File: src/rtl/sysent_pkg.sv
package sysent_pkg;
  localparam int FL_IF = 9;
  localparam int FL_RF = 16;
  localparam int FL_VM = 17;
  localparam int SEL_STEP = 8;

  typedef struct packed {
    logic gran;
    logic dflt;
    logic lng;
    logic pres;
    logic sys;
    logic code;
    logic rw;
    logic acc;
  } seg_attr_t;

  localparam seg_attr_t ATTR_CS_WIDE = '{gran: 1'b1, dflt: 1'b0, lng: 1'b1, pres: 1'b1,
                                         sys: 1'b1, code: 1'b1, rw: 1'b1, acc: 1'b1};
  localparam seg_attr_t ATTR_CS_LEG  = '{gran: 1'b1, dflt: 1'b1, lng: 1'b0, pres: 1'b1,
                                         sys: 1'b1, code: 1'b1, rw: 1'b1, acc: 1'b1};
  localparam seg_attr_t ATTR_SS      = '{gran: 1'b1, dflt: 1'b1, lng: 1'b0, pres: 1'b1,
                                         sys: 1'b1, code: 1'b0, rw: 1'b1, acc: 1'b1};
endpackage

File: src/rtl/sysent_sel.sv
module sysent_sel #(
  parameter int SELW = 16
) (
  input  logic [SELW-1:0] base_i,
  output logic [SELW-1:0] cs_sel_o,
  output logic [SELW-1:0] ss_sel_o
);
  import sysent_pkg::*;
  localparam logic [SELW-1:0] RPL_CLR = ~SELW'(3);
  logic [SELW-1:0] ss_raw;

  always_comb begin
    ss_raw   = base_i + SELW'(SEL_STEP);
    cs_sel_o = base_i & RPL_CLR;
    ss_sel_o = ss_raw & RPL_CLR;
  end
endmodule

File: src/rtl/sysent_flags.sv
module sysent_flags #(
  parameter int FLAGW = 32,
  parameter int XLEN  = 64
) (
  input  logic             wide_i,
  input  logic [FLAGW-1:0] flags_i,
  input  logic [FLAGW-1:0] fmask_i,
  output logic [FLAGW-1:0] new_flags_o,
  output logic [XLEN-1:0]  saved_o
);
  import sysent_pkg::*;
  localparam logic [FLAGW-1:0] RF_BIT  = FLAGW'(1) << FL_RF;
  localparam logic [FLAGW-1:0] LEG_CLR = (FLAGW'(1) << FL_IF) | (FLAGW'(1) << FL_RF)
                                       | (FLAGW'(1) << FL_VM);
  logic [FLAGW-1:0] clr;

  always_comb begin
    clr         = wide_i ? (fmask_i | RF_BIT) : LEG_CLR;
    new_flags_o = flags_i & ~clr;
    saved_o     = XLEN'(flags_i & ~RF_BIT);
  end
endmodule

File: src/rtl/sysent_tgt.sv
module sysent_tgt #(
  parameter int XLEN  = 64,
  parameter int ILENW = 4
) (
  input  logic             wide_i,
  input  logic             code64_i,
  input  logic [XLEN-1:0]  ip_i,
  input  logic [ILENW-1:0] ilen_i,
  input  logic [XLEN-1:0]  target_i,
  input  logic [XLEN-1:0]  alt_tgt_i,
  input  logic [XLEN-1:0]  compat_tgt_i,
  output logic [XLEN-1:0]  next_ip_o,
  output logic [XLEN-1:0]  ret_o
);
  logic [XLEN-1:0] nxt;

  always_comb begin
    nxt = ip_i + XLEN'(ilen_i);
    if (wide_i) begin
      ret_o     = nxt;
      next_ip_o = code64_i ? alt_tgt_i : compat_tgt_i;
    end else begin
      ret_o     = XLEN'(nxt[31:0]);
      next_ip_o = XLEN'(target_i[31:0]);
    end
  end
endmodule

File: src/rtl/sysent_seq.sv
module sysent_seq #(
  parameter int XLEN  = 64,
  parameter int FLAGW = 32,
  parameter int ILENW = 4,
  parameter int SELW  = 16,
  parameter int SEL_LSB = 32
) (
  input  logic             clk_i,
  input  logic             rst_ni,
  input  logic             start_i,
  input  logic             enable_i,
  input  logic             wide_i,
  input  logic             code64_i,
  input  logic [XLEN-1:0]  ip_i,
  input  logic [ILENW-1:0] ilen_i,
  input  logic [FLAGW-1:0] flags_i,
  input  logic [XLEN-1:0]  target_i,
  input  logic [XLEN-1:0]  alt_tgt_i,
  input  logic [XLEN-1:0]  compat_tgt_i,
  input  logic [FLAGW-1:0] fmask_i,
  output logic             commit_o,
  output logic             fault_o,
  output logic [XLEN-1:0]  ip_o,
  output logic [XLEN-1:0]  ret_ptr_o,
  output logic [XLEN-1:0]  save_flags_o,
  output logic             save_we_o,
  output logic [FLAGW-1:0] flags_o,
  output logic [SELW-1:0]  cs_sel_o,
  output logic [SELW-1:0]  ss_sel_o,
  output logic [7:0]       cs_attr_o,
  output logic [7:0]       ss_attr_o,
  output logic [XLEN-1:0]  flat_base_o,
  output logic [31:0]      flat_limit_o
);
  import sysent_pkg::*;

  logic [SELW-1:0]  cs_sel_d, ss_sel_d;
  logic [FLAGW-1:0] flags_d;
  logic [XLEN-1:0]  saved_d, ip_d, ret_d;
  logic             go, bad;

  assign go  = start_i & enable_i;
  assign bad = start_i & ~enable_i;

  sysent_sel #(.SELW(SELW)) u_sel (
    .base_i   (target_i[SEL_LSB +: SELW]),
    .cs_sel_o (cs_sel_d),
    .ss_sel_o (ss_sel_d)
  );

  sysent_flags #(.FLAGW(FLAGW), .XLEN(XLEN)) u_flags (
    .wide_i      (wide_i),
    .flags_i     (flags_i),
    .fmask_i     (fmask_i),
    .new_flags_o (flags_d),
    .saved_o     (saved_d)
  );

  sysent_tgt #(.XLEN(XLEN), .ILENW(ILENW)) u_tgt (
    .wide_i       (wide_i),
    .code64_i     (code64_i),
    .ip_i         (ip_i),
    .ilen_i       (ilen_i),
    .target_i     (target_i),
    .alt_tgt_i    (alt_tgt_i),
    .compat_tgt_i (compat_tgt_i),
    .next_ip_o    (ip_d),
    .ret_o        (ret_d)
  );

  always_ff @(posedge clk_i or negedge rst_ni) begin
    if (!rst_ni) begin
      commit_o <= 1'b0;
      fault_o  <= 1'b0;
    end else begin
      commit_o <= go;
      fault_o  <= bad;
    end
  end

  always_ff @(posedge clk_i or negedge rst_ni) begin
    if (!rst_ni) begin
      ip_o         <= '0;
      ret_ptr_o    <= '0;
      save_flags_o <= '0;
      save_we_o    <= 1'b0;
      flags_o      <= '0;
      cs_sel_o     <= '0;
      ss_sel_o     <= '0;
      cs_attr_o    <= '0;
      ss_attr_o    <= '0;
      flat_base_o  <= '0;
      flat_limit_o <= '0;
    end else if (go) begin
      ip_o         <= ip_d;
      ret_ptr_o    <= ret_d;
      save_we_o    <= wide_i;
      if (wide_i) save_flags_o <= saved_d;
      flags_o      <= flags_d;
      cs_sel_o     <= cs_sel_d;
      ss_sel_o     <= ss_sel_d;
      cs_attr_o    <= wide_i ? ATTR_CS_WIDE : ATTR_CS_LEG;
      ss_attr_o    <= ATTR_SS;
      flat_base_o  <= '0;
      flat_limit_o <= '1;
    end
  end

  a_r9_excl: assert property (@(posedge clk_i) disable iff (!rst_ni)
    !(commit_o && fault_o));
  a_r9_pulse: assert property (@(posedge clk_i) disable iff (!rst_ni)
    start_i |=> (commit_o || fault_o));
  a_r9_idle: assert property (@(posedge clk_i) disable iff (!rst_ni)
    !start_i |=> !(commit_o || fault_o));
  a_r1_hold: assert property (@(posedge clk_i) disable iff (!rst_ni)
    fault_o |-> ($stable(ip_o) && $stable(flags_o) && $stable(ret_ptr_o) && $stable(cs_sel_o)));
  a_r2_rpl: assert property (@(posedge clk_i) disable iff (!rst_ni)
    commit_o |-> cs_sel_o[1:0] == 2'b00);
  a_r3_ss_step: assert property (@(posedge clk_i) disable iff (!rst_ni)
    commit_o |-> ss_sel_o == SELW'(cs_sel_o + SELW'(SEL_STEP)));
  a_r5_rf_clr: assert property (@(posedge clk_i) disable iff (!rst_ni)
    commit_o |-> !flags_o[FL_RF]);
  a_r8_if_clr: assert property (@(posedge clk_i) disable iff (!rst_ni)
    (commit_o && !save_we_o) |-> (!flags_o[FL_IF] && !flags_o[FL_VM]));
endmodule

File: config.mk
export PLATFORM = sky130hd
export DESIGN_NAME = sysent_seq
export DESIGN_NICKNAME = d
export VERILOG_FILES = /design/src/rtl/sysent_pkg.sv /design/src/rtl/sysent_sel.sv /design/src/rtl/sysent_flags.sv /design/src/rtl/sysent_tgt.sv /design/src/rtl/sysent_seq.sv
export SDC_FILE = /design/constraint.sdc
export NUM_CORES = 1
export LEC_CHECK = 0
export ABC_AREA = 1
export BUFFER_PORTS_ARGS = -buffer_cell sky130_fd_sc_hd__buf_2
export CAP_MARGIN = 20
export CORE_AREA = 10 10 265 267
export CTS_BUF_LIST = sky130_fd_sc_hd__clkbuf_8
export DETAILED_ROUTE_END_ITERATION = 8
export DIE_AREA = 0 0 275 277
export SLEW_MARGIN = 10
export SYNTH_ARGS = -nofsm -noshare
export SYNTH_HDL_FRONTEND = slang
export SYNTH_HIERARCHICAL = 1
export SYNTH_SLANG_ARGS = --single-unit
File: constraint.sdc
create_clock -name clk_i -period 1.8 [get_ports clk_i]
set_clock_uncertainty 0.2 [all_clocks]
set_input_delay 0.18 -clock clk_i [delete_from_list [all_inputs] [get_ports clk_i]]
set_output_delay 0.18 -clock clk_i [all_outputs]
set_load 0.02 [all_outputs]
Yosys cells after proc, flatten, opt, wreduce, memory -nomap -nowiden
Cells that the tools add are included.

word-level totals
  bits in registers = 232
  input bits = 330
  output and inout port bits = 371
  word-level logic and storage cells = 25

operators by class
  add/subtract/negate cells = 2
  multiplexer cells = 5
  bitwise logic cells = 5
  reductions and logical operators = 1

operators by type and width
  kind                                                              number
  64-bit 2-to-1 mux                                                 3
  64-bit by 4-bit adder with 64-bit output                          1
  32-bit bitwise AND                                                1
  32-bit 2-to-1 mux                                                 1
  32-bit inverter                                                   1
  16-bit by 4-bit adder with 16-bit output (second input constant)  1
  7-bit 2-to-1 mux                                                  1
  1-bit bitwise AND                                                 2
  2-bit AND reduction                                               1
  1-bit inverter                                                    1

Longest topological paths before layout
Gate-level depths: netlist of the first run.

  depth in word-level cells = 3
  mapped depth = 14
  mapped depth without buffers = 14

Modules after synthesis
Netlist of the first run, hierarchy kept.

by module, submodules not included
  module        instances  cells each  area an instance (µm²)
  sysent_seq    1          1,220       10,766.6
  sysent_tgt    1          780         3,636.0
  sysent_flags  1          131         778.2
  sysent_sel    1          77          441.7

Worst setup path before layout of the first run
No wires, ideal clock.

  path type = input port to flip-flop
  from = input port ip_i[0]
  to = register ret_ptr_o[46]
  library setup time = 0.117 ns
  arrival = 1.615 ns
  data required time = 1.483 ns
  path slack = -0.132 ns
  cell stages on the path = 11
  path buffers = 0
  cells stage by stage = ha_1 > fa_1 > nand3_1 > nand3_2 > nand2_1 > nor2_4 > nand3_1 > xor2_1 > nor2_1 > nand2_1 > nand2_1

between the ends
  word-level cells in the longest chain between the ends = 2

RTL lines
  element                                   RTL line          text
  start, declared                           sysent_seq.sv:14  input logic [XLEN-1:0] ip_i,
  64-bit by 4-bit adder with 64-bit output  sysent_tgt.sv:18  nxt = ip_i + XLEN'(ilen_i);
  64-bit 2-to-1 mux                         sysent_tgt.sv:19  if (wide_i) begin
  net ret_d[46]                             sysent_seq.sv:39  logic [XLEN-1:0] saved_d, ip_d, ret_d;
  end signal, assigned                      sysent_seq.sv:96  ret_ptr_o <= ret_d;
  end, declared                             sysent_seq.sv:24  output logic [XLEN-1:0] ret_ptr_o,

The timed path passes the listed nets, and every way through them passes these cells.
A chain may end at the register's enable or synchronous reset.

==> summary.txt, run 1 <==
Placement
  – Dpl hpwl: 54500 µm
  – Placer Congestion: 0.930
  – Inst Count DP: 3610
  – Port bufs: 614
  – Placed instance area: 0.0194 mm²

Setup path
  – Crit path DAT: 1.45 ns
  – CP max FO: 19
  – R2r setup slk: 0.45 ns
  – Critical path launch point type: flip-flop
  – WS Path Type: flip-flop to primary output
  – Critical Path End Type: primary output
  – Worst R2R End: flags_o[0]
  – Critical Path RT: 1.42 ns
  – Worst r2r src: flags_o[0]
  – FF-to-FF path depth: 3

Global routing
  – Remaining global-route overflow: 0
  – First-pass GRT wire length: 110000 µm
  – Vias in the first global route: 17653
  – Pin count of the biggest net entering global routing: 88
  – All-layer global routing usage: 18.5%
  – Initial antenna violation count: 11

Die
  – Core Area: 0.0652 mm²
  – Rows: 94
  – Die width: 275 µm
  – Effective utilization at floorplan: 24.0%
  – Die height: 277 µm
  – Ports: 701
  – Die footprint: 0.0762 mm²

Layout
  – Share of layout cells above drive strength 1: 28.8%
  – FILL cells: 6719
  – Final instance area: 0.0241 mm²
  – FF/Latch Area: 0.00653 mm²
  – Multi-input gate area in the final layout: 0.00743 mm²
  – Area grow syn2layout: 54.2%
  – Finished Core Util: 37.0%
  – Layout Nets: 3466
  – Non-Filler Instances: 4036

Clocking
  – H-tree levels: 2
  – Root Buffer: clkbuf_8
  – Clk buf depth: 3
  – Num CTS Buffers: 47
  – Clk pin slew, worst setup/hold paths: 0.06 ns
  – CTS Sinks: 261
  – CTS tree: yes
  – Skew-Pair Late Insertion Delay: 0.59 ns

Routing
  – Post-DRT Antenna Nets: 0
  – Drt first pass iters: 6
  – Mean routed wirelength per cell: 18.6 µm
  – # DRC: 0
  – DR vias/cell: 4.38
  – Final WL: 74900 µm
  – DR iter-0 viols: 1360
  – Routed via count: 17692

Synthesis
  – Cell count after synthesis: 2208
  – Yosys warnings: 6
  – Mapped Area: 0.0156 mm²
  – Largest cells by area after synthesis: dfrtp_1 (42%), nand2_1 (23%), buf_4 (9.5%)
  – Top cell type's share of synthesized area: 41.8%
  – Sequential-to-total area share from yosys stat: 41.8%
  – Synthesized flop and latch total: 261
  – Largest area contributor in the netlist: dfrtp_1
  – Syn avg cell area: 7.08 µm²
  – Cell variety after synth: 34

STA
  – Final count of hold timing violations: 0
  – Max frequency: 547 MHz
  – Time the worst path needs with I/O delays and setup: 1.83 ns
  – Normalized max-slew margin: 65.7%
  – Tcrit/Tclk final: 102%
  – Final Setup Violations: 28
  – Worst setup margin: -0.0286 ns
  – Worst-Margin Slew: 0.513 ns
  – RSZ-0062 raised after global routing: true
  – Slew Limit Fails: 0

Power
  – Power Dens Cells: 766 mW/mm²
  – Leakage: 0.0129 µW
  – Max IR drop VDD: 405 µV
  – Design Power: 18500 µW

Min path
  – Worst hold path endpoint: cs_attr_o[5]
  – Hold path depth: 4
  – HP Class: input pin to flip-flop
  – HP Start: wide_i

Run
  – Max_cap viols: 0

Outcome
  – Failing checks: setup timing
  – Status: complete, but fails checks
[logic make-up after synthesis]
kind of cell | synth area share (%)
buf+inv | 14.2
xor+xnor | 2.35
flops | 41.8
compound gates | 4.58
other cells | 0.0721
fa+ha+maj | 0.529
simple gates | 36.4
[per-layer routing]
layer / vias to the layer above / part of all wire (%) / GRT usage (%)
met5: - / 0.041 / 0
met4: 4 / 3.1 / 5.83
met3: 141 / 9.1 / 4.78
met2: 843 / 46 / 30.0
met1: 8268 / 41 / 23.7
li1: 8436 / - / -
[worst max-delay path, stage by stage (launching register included)]
cell     delay (ns)
dfrtp_2        0.51
buf_12         0.18
buf_2          0.18
[through the flow]
stage                     hold slack, ns  setup WS, ns  TNS [ns]
after detailed placement         -0.0906        -0.329     -9.71
after global placement           -0.0904        -0.350     -8.94
after CTS                        0.00736       -0.0193    -0.417
after global routing              0.0605        -0.122     -4.19
after floorplan                   -0.316      -0.00563  -0.00563
final                             0.0759       -0.0286    -0.440
[power breakdown]
| part | switching, µW | internal (µW) |
|---|---|---|
| clock network | 2680 | 3260 |
| registers | 452 | 6650 |
| logic | 3390 | 2020 |
[cells in the mapped netlist]
master	instances
a21oi_1	34
a31oi_1	1
and2_1	5
and3_1	1
buf_1	18
buf_2	43
buf_4	197
clkbuf_1	35
clkinv_1	1
conb_1	3
dfrtp_1	261
fa_1	1
ha_1	5
inv_1	82
inv_2	4
nand2_1	944
nand2_2	18
nand3_1	42
nand3_2	3
nand3b_1	3
nand4_1	80
nor2_1	239
nor2_2	16
nor2_4	14
nor3_1	7
nor3_2	2
nor3b_1	2
o21ai_0	92
o21ai_1	6
o21bai_1	2
o21bai_2	3
or2_2	2
xnor2_1	14
xor2_1	28
[flip-flops by register name, indices dropped and copies added, names as in the netlist]
register      count
ip_o             64
ss_sel_o         16
cs_attr_o         3
ret_ptr_o        64
flags_o          32
save_flags_o     64
fault_o           1
cs_sel_o         16
commit_o          1
[how the worst max path moves through the flow]
stage / start / endpoint / slack (ns) / cells past startpoint
6_report: cs_attr_o[4] / flat_limit_o[30] / -0.03 / 2
5_1_grt: ip_i[11] / ret_ptr_o[35] / -0.12 / 13
4_1_cts: cs_attr_o[4] / ss_attr_o[3] / -0.02 / 2
3_5_place_dp: ip_i[0] / ret_ptr_o[32] / -0.33 / 11
3_3_place_gp: ip_i[0] / ret_ptr_o[32] / -0.35 / 11
2_1_floorplan: ip_i[0] / ret_ptr_o[46] / -0.006 / 11
[area by class of cell]
| class | instances | share of cell area [%] |
|---|---|---|
| repair buffers | 1065 | 32.0 |
| inverters | 87 | 1.38 |
| well taps | 864 | 4.49 |
| diodes | 8 | 0.0831 |
| clock buffers | 60 | 3.43 |
| multi-input cells | 1668 | 30.8 |
| clock inverters | 23 | 0.618 |
| flip-flops and latches | 261 | 27.1 |
[placed cells by master (no fill, tap or decap), types with 14 or more instances in the layout]
| cell type | count |
|---|---|
| dlygate4sd3_1 | 325 |
| dfrtp_1 | 259 |
| clkbuf_8 | 60 |
| buf_12 | 18 |
| nand2_2 | 26 |
| nand3_1 | 40 |
| xnor2_1 | 14 |
| buf_4 | 112 |
| nor2_1 | 218 |
| nor2_2 | 29 |
| buf_2 | 585 |
| conb_1 | 104 |
| xor2_1 | 28 |
| nand2_1 | 934 |
| inv_1 | 97 |
| a21oi_1 | 33 |
| nand4_1 | 80 |
| buf_6 | 19 |
| nor2_4 | 22 |
| o21ai_0 | 92 |
[timing repair]
item,4_1_cts,5_1_grt
cloned,0,4
setup endpoints to repair,39,89
buffers inserted,0,5
hold buffers,332,0
pin swaps,0,8
resized for setup,14,81
endpoints found under the hold margin,485,0
Note: power is estimated with default switching activity, not from simulation.
==> run 2: changes to the inputs <==
HOLD_SLACK_MARGIN = 0.1   (was unset)
==> summary.txt, run 2 (synthesized netlist as in run 1, its figures left out) <==
STA
  – Setup TNS: -0.653 ns
  – Final hold slack: 0.0816 ns
  – RSZ-0062 raised after global routing: true
  – Max frequency: 547 MHz
  – Worst setup margin: -0.0295 ns
  – Final count of hold timing violations: 0
  – Time the worst path needs with I/O delays and setup: 1.83 ns
  – Worst-Margin Slew: 0.831 ns
  – Tcrit/Tclk final: 102%
  – Final Setup Violations: 45
  – Slew Limit Fails: 0
  – Normalized max-slew margin: 44.4%

Die
  – Rows: 94
  – Die footprint: 0.0762 mm²
  – Effective utilization at floorplan: 24.0%
  – Core Area: 0.0652 mm²
  – Die width: 275 µm
  – Ports: 701
  – Die height: 277 µm

Routing
  – Met1 wire length: 33000 µm
  – DR vias/cell: 4.46
  – Post-DRT Antenna Nets: 0
  – WL met2: 36300 µm
  – Drt first pass iters: 5
  – Final WL: 79400 µm
  – Uppermost layer routed: met5
  – Routed length on met3: 7180 µm
  – # DRC: 0
  – Routed via count: 18534
  – DR iter-0 viols: 1493
  – Mean routed wirelength per cell: 19.1 µm

Layout
  – FILL cells: 6556
  – Leading cell type in the layout, fill and taps excluded: nand2_1
  – Area grow syn2layout: 61.5%
  – Top flop regs: ip_o x64, ret_ptr_o x64, save_flags_o x64
  – Final instance area: 0.0252 mm²
  – Most frequent cells in the layout: nand2_1 (934), buf_2 (588), dlygate4sd3_1 (433)
  – Layout Nets: 3578
  – Share of layout cells above drive strength 1: 27.9%

Min path
  – HP Start: start_i
  – HP Class: input pin to flip-flop

Setup path
  – WS Path Type: flip-flop to primary output
  – Worst Setup SP: cs_attr_o[4]
  – Slowest cell delay on critical path: 0.49 ns
  – Crit path DAT: 1.45 ns
  – Crit path buf inv count: 2
  – CP delay by family, top: flip-flops
  – Cells along the critical path: clkbuf_16, buf_2
  – CP max FO: 10
  – Slowest-stage cell, CP: dfrtp_2
  – Critical Path RT: 1.42 ns
  – Worst r2r src: ret_ptr_o[56]
  – Critical Path End Type: primary output
  – Critical path launch point type: flip-flop

Global routing
  – Remaining global-route overflow: 0
  – First-pass GRT wire length: 116000 µm
  – Initial antenna violation count: 14
  – All-layer global routing usage: 19.6%
  – Vias in the first global route: 18896
  – Pin count of the biggest net entering global routing: 71

Power
  – Leakage: 0.0133 µW
  – Design Power: 19100 µW
  – Power Dens Cells: 755 mW/mm²
  – Max IR drop VDD: 414 µV

Clocking
  – H-tree levels: 2
  – Num CTS Buffers: 47
  – CTS Sinks: 261
  – Root Buffer: clkbuf_8
  – Skew-Pair Late Insertion Delay: 0.58 ns
  – Clk pin slew, worst setup/hold paths: 0.06 ns
  – CTS tree: yes
  – Clk buf depth: 3

Placement
  – Placed instance area: 0.0194 mm²
  – Placer Congestion: 0.930
  – Dpl hpwl: 54500 µm
  – Port bufs: 614

Outcome
  – Status: complete, but fails checks
  – Failing checks: setup timing

Run
  – Max_cap viols: 0
==> run 2: through the flow <==
stage	setup WS (ns)	std cells	utilization, %
3_3_place_gp	-0.350	3610	29.8
2_1_floorplan	-0.00563	2309	-
4_1_cts	-0.0193	4169	38.7
6_report	-0.0295	4152	38.7
5_1_grt	-0.118	4150	38.7
3_5_place_dp	-0.329	3610	29.8
==> run 2: cell type report <==
type	count	area, µm²	share of cell area [%]
repair buffers	1177	8830	35.0
multi-input cells	1668	7440	29.5
flip-flops and latches	261	6530	25.9
well taps	864	1080	4.29
clock buffers	60	826	3.27
inverters	87	332	1.31
clock inverters	23	149	0.590
diodes	12	30.0	0.119
==> run 2: worst reg2reg max path, cell delays in order (launching register included) <==
cell	delay, ns
dfrtp_2	0.47
nand2_1	0.09
dlygate4sd3_1	0.55
nand2_1	0.06
==> run 2: where the power goes <==
part / leakage [µW] / internal [µW] / total [µW] / switching, µW
Combinational: 0.00948 / 2410 / 5950 / 3540
Clock: 0.000559 / 3260 / 5980 / 2720
Sequential: 0.00329 / 6650 / 7120 / 473
==> run 2: layer usage <==
| layer | GRT usage (%) | vias to the layer above |
|---|---|---|
| met5 | 0 | - |
| met2 | 31.5 | 951 |
| li1 | - | 8664 |
| met3 | 5.27 | 172 |
| met4 | 7.55 | 4 |
| met1 | 24.6 | 8743 |
==> run 2: final timing paths <==
kind / to / cells past startpoint / slack [ns]
min in group asynchronous: ret_ptr_o[9] / 4 / 0.55
max: flat_limit_o[10] / 2 / -0.03
min reg2reg: flags_o[29] / 2 / 0.27
min: save_flags_o[24] / 5 / 0.08
max reg2reg: ret_ptr_o[56] / 3 / 0.32
max in group asynchronous: ip_o[18] / 4 / 0.48
==> run 2: what timing repair did <==
item,in CTS,in global routing
cloned,0,3
hold endpoints to repair,521,29
buffers inserted,0,5
pin swaps,0,9
hold buffers,476,7
endpoints found under the setup margin,39,118
resized for setup,14,71
==> run 3: changes to the inputs <==
==> constraint.sdc (replaced) <==
create_clock -name clk_i -period 1.8 [get_ports clk_i]
set_clock_uncertainty 0.2 [all_clocks]
set_input_delay 0 -clock clk_i [delete_from_list [all_inputs] [get_ports clk_i]]
set_output_delay 0 -clock clk_i [all_outputs]
set_load 0.02 [all_outputs]
==> summary.txt, run 3 <==
Clocking
  – Post-cts hold buffer count: 735
  – Root Buffer: clkbuf_8
  – Num CTS Buffers: 49
  – CTS Sinks: 261
  – Post-CTS Resized: 1
  – Setup bufs post-CTS: 0
  – Clk buf depth: 3
  – H-tree levels: 2

Synthesis
  – Cell variety after synth: 34
  – Sequential-to-total area share from yosys stat: 41.8%
  – Synthesized flop and latch total: 261
  – Cell count after synthesis: 2208
  – Synth cell count leaders: nand2_1 (944), dfrtp_1 (261), nor2_1 (239), buf_4 (197), o21ai_0 (92)
  – Top-count cell post-synth: nand2_1
  – Syn avg cell area: 7.08 µm²
  – Yosys warnings: 6
  – Post-synth EDFFs: 0
  – Largest cells by area after synthesis: dfrtp_1 (42%), nand2_1 (23%), buf_4 (9.5%)
  – Top cell type's share of synthesized area: 41.8%
  – Largest area contributor in the netlist: dfrtp_1
  – Mapped Area: 0.0156 mm²
  – Synth Flop Type: dfrtp_1
  – Post-synthesis async set-or-reset flop share: 100%

Die
  – Die height: 277 µm
  – Effective utilization at floorplan: 24.0%
  – Rows: 94
  – Ports: 701
  – Die width: 275 µm

Outcome
  – Exit stage: clock tree synthesis (4_1_cts)
  – Tool error: [ERROR RSZ-0060] Max buffer count reached.
  – Status: stopped before the end

Placement
  – Port bufs: 614
  – Dpl hpwl: 54200 µm
  – Placer Congestion: 0.942
  – Placed instance area: 0.0192 mm²
==> run 3: logic make-up after synthesis <==
group | after synthesis | share of synthesized area [%]
AND/OR/NAND/NOR | 1378 | 36.4
buffers and inverters | 380 | 14.2
flip-flops | 261 | 41.8
AO/OA/AOI/OAI | 138 | 4.58
XOR/XNOR | 42 | 2.35
adder cells (fa/ha/maj) | 6 | 0.529
other | 3 | 0.0721
==> run 3: stage by stage <==
step / worst slack (ns) / utilization [%] / instances / setup TNS, ns
floorplan: 0.0484 / - / 2309 / 0
global placement: -0.171 / 29.4 / 3574 / -2.73
detailed placement: -0.161 / 29.4 / 3574 / -3.44
==> run 4: changes to the inputs <==
CORE_AREA = unset   (was 10 10 265 267)
CORE_MARGIN = 10   (was unset)
CORE_UTILIZATION = 24   (was unset)
CTS_BUF_LIST = unset   (was sky130_fd_sc_hd__clkbuf_8)
DIE_AREA = unset   (was 0 0 275 277)
HOLD_SLACK_MARGIN = unset   (was 0.1)
PLACE_DENSITY_LB_ADDON = 0.15   (was unset)
==> summary.txt, run 4 (synthesized netlist as in run 1, its figures left out) <==
Outcome
  – Status: complete, but fails checks
  – Failing checks: hold timing

Clocking
  – Num CTS Buffers: 35
  – Setup bufs post-CTS: 0
  – Clk pin slew, worst setup/hold paths: 0.07 ns
  – CTS tree: yes
  – Root Buffer: clkbuf_16
  – H-tree levels: 2
  – Skew-Pair Late Insertion Delay: 0.52 ns
  – Clk buf depth: 3
  – CTS Sinks: 261

Setup path
  – Critical Path RT: 2.06 ns
  – Worst R2R End: cs_attr_o[6]
  – CP max FO: 5
  – Crit path DAT: 2.06 ns
  – Critical path launch point type: input pin
  – WS Path Type: input pin to flip-flop
  – Critical Path End Type: flip-flop
  – R2r setup slk: 0.41 ns
  – FF-to-FF path depth: 3
  – Worst r2r src: cs_attr_o[6]

Layout
  – Non-Filler Instances: 3969
  – FF/Latch Area: 0.00653 mm²
  – Share of layout cells above drive strength 1: 26.5%
  – Multi-input gate area in the final layout: 0.00734 mm²
  – Area grow syn2layout: 52.3%
  – Top flop regs: ip_o x64, ret_ptr_o x64, save_flags_o x64
  – Most frequent cells in the layout: nand2_1 (941), buf_2 (612), dlygate4sd3_1 (342)
  – Layout Nets: 3430
  – FILL cells: 6951
  – Leading cell type in the layout, fill and taps excluded: nand2_1

Placement
  – Inst Count DP: 3568
  – Placer Congestion: 0.931
  – Port bufs: 614
  – Dpl hpwl: 56300 µm

Routing
  – Post-DRT Antenna Nets: 0
  – DR vias/cell: 4.35
  – Final WL: 74900 µm
  – Drt first pass iters: 7
  – # DRC: 0
  – DR iter-0 viols: 1211
  – Routed via count: 17279
  – Mean routed wirelength per cell: 18.9 µm

Die
  – Die footprint: 0.0757 mm²
  – Core Area: 0.0645 mm²
  – Die width: 275 µm
  – Ports: 701
  – Die height: 275 µm
  – Effective utilization at floorplan: 24.2%
  – Rows: 93

STA
  – Worst-Margin Slew: 0.735 ns
  – Final Setup Violations: 0
  – Normalized max-slew margin: 51.0%
  – Final count of hold timing violations: 6
  – Time the worst path needs with I/O delays and setup: 1.80 ns
  – Slew Limit Fails: 0
  – Final hold slack: -0.0345 ns
  – Tcrit/Tclk final: 100%
  – Setup TNS: 0 ns
  – Max frequency: 556 MHz
  – RSZ-0062 raised after global routing: true

Min path
  – HP Class: input pin to flip-flop
  – Worst hold path endpoint: ret_ptr_o[55]
  – Hold path depth: 6
  – HP Start: wide_i

Global routing
  – Vias in the first global route: 17679
  – All-layer global routing usage: 18.8%
  – Pin count of the biggest net entering global routing: 106
  – Initial antenna violation count: 4
  – Remaining global-route overflow: 0
  – First-pass GRT wire length: 110000 µm

Power
  – Max IR drop VDD: 487 µV
  – Power Dens Cells: 814 mW/mm²
  – Design Power: 19400 µW
  – Leakage: 0.0126 µW

Run
  – Max_cap viols: 0
==> run 4: final cells by class <==
class / instances / share of cell area (%)
multi-input combinational: 1668 / 30.9
tap: 855 / 4.50
clock buffer: 48 / 4.05
inverter: 87 / 1.39
timing repair buffer: 1041 / 31.2
sequential: 261 / 27.4
antenna: 1 / 0.0105
clock inverter: 8 / 0.500
==> run 4: how the worst max path moves through the flow <==
stage	startpoint	end	slack (ns)	depth (start not counted)
2_1_floorplan	ip_i[0]	ret_ptr_o[46]	0.05	11
3_3_place_gp	ip_i[3]	ret_ptr_o[23]	-0.31	11
3_5_place_dp	ilen_i[2]	ret_ptr_o[23]	-0.25	11
4_1_cts	ip_i[27]	ret_ptr_o[45]	0.001	14
5_1_grt	ip_i[12]	ret_ptr_o[51]	-0.10	14
6_report	ip_i[13]	ret_ptr_o[53]	0.0007	12
==> run 4: worst max-delay path, stage by stage <==
cell and delay, ns:
dlygate4sd3_1 0.53, buf_2 0.15, nand2_1 0.10, nor2_2 0.26
nand2_1 0.15, nor2_1 0.14, nand2_1 0.20, o21bai_1 0.21
nand2_1 0.08, nor2_1 0.09, nand2_1 0.06, nand2_1 0.07
==> run 4: through the flow <==
stage / worst slack [ns] / hold slack (ns) / cell area, µm² / utilization [%]
floorplan: 0.0484 / -0.496 / 16000 / -
global placement: -0.307 / -0.274 / 19200 / 29.7
detailed placement: -0.254 / -0.275 / 19200 / 29.7
CTS: 0.00119 / -0.0255 / 23900 / 37.0
global route: -0.104 / -0.00974 / 23800 / 36.9
finish: 0.000669 / -0.0345 / 23800 / 36.9
==> run 4: power breakdown <==
part           internal, µW  switching, µW
sequential             6650            448
combinational          2010           3380
clock                  4150           2720
total                 12800           6550
==> run 4: timing repair <==
item	CTS	global route
resized for setup	0	32
hold buffers	361	4
setup endpoints to repair	0	75
endpoints found under the hold margin	517	14
==> run 4: per-layer routing <==
metal	global-route usage [%]	share of wire, %	vias up
met5	0	0.017	-
met4	4.75	2.2	2
met3	4.71	7.7	109
met2	31.2	48	608
met1	24.0	42	8215
li1	-	-	8345
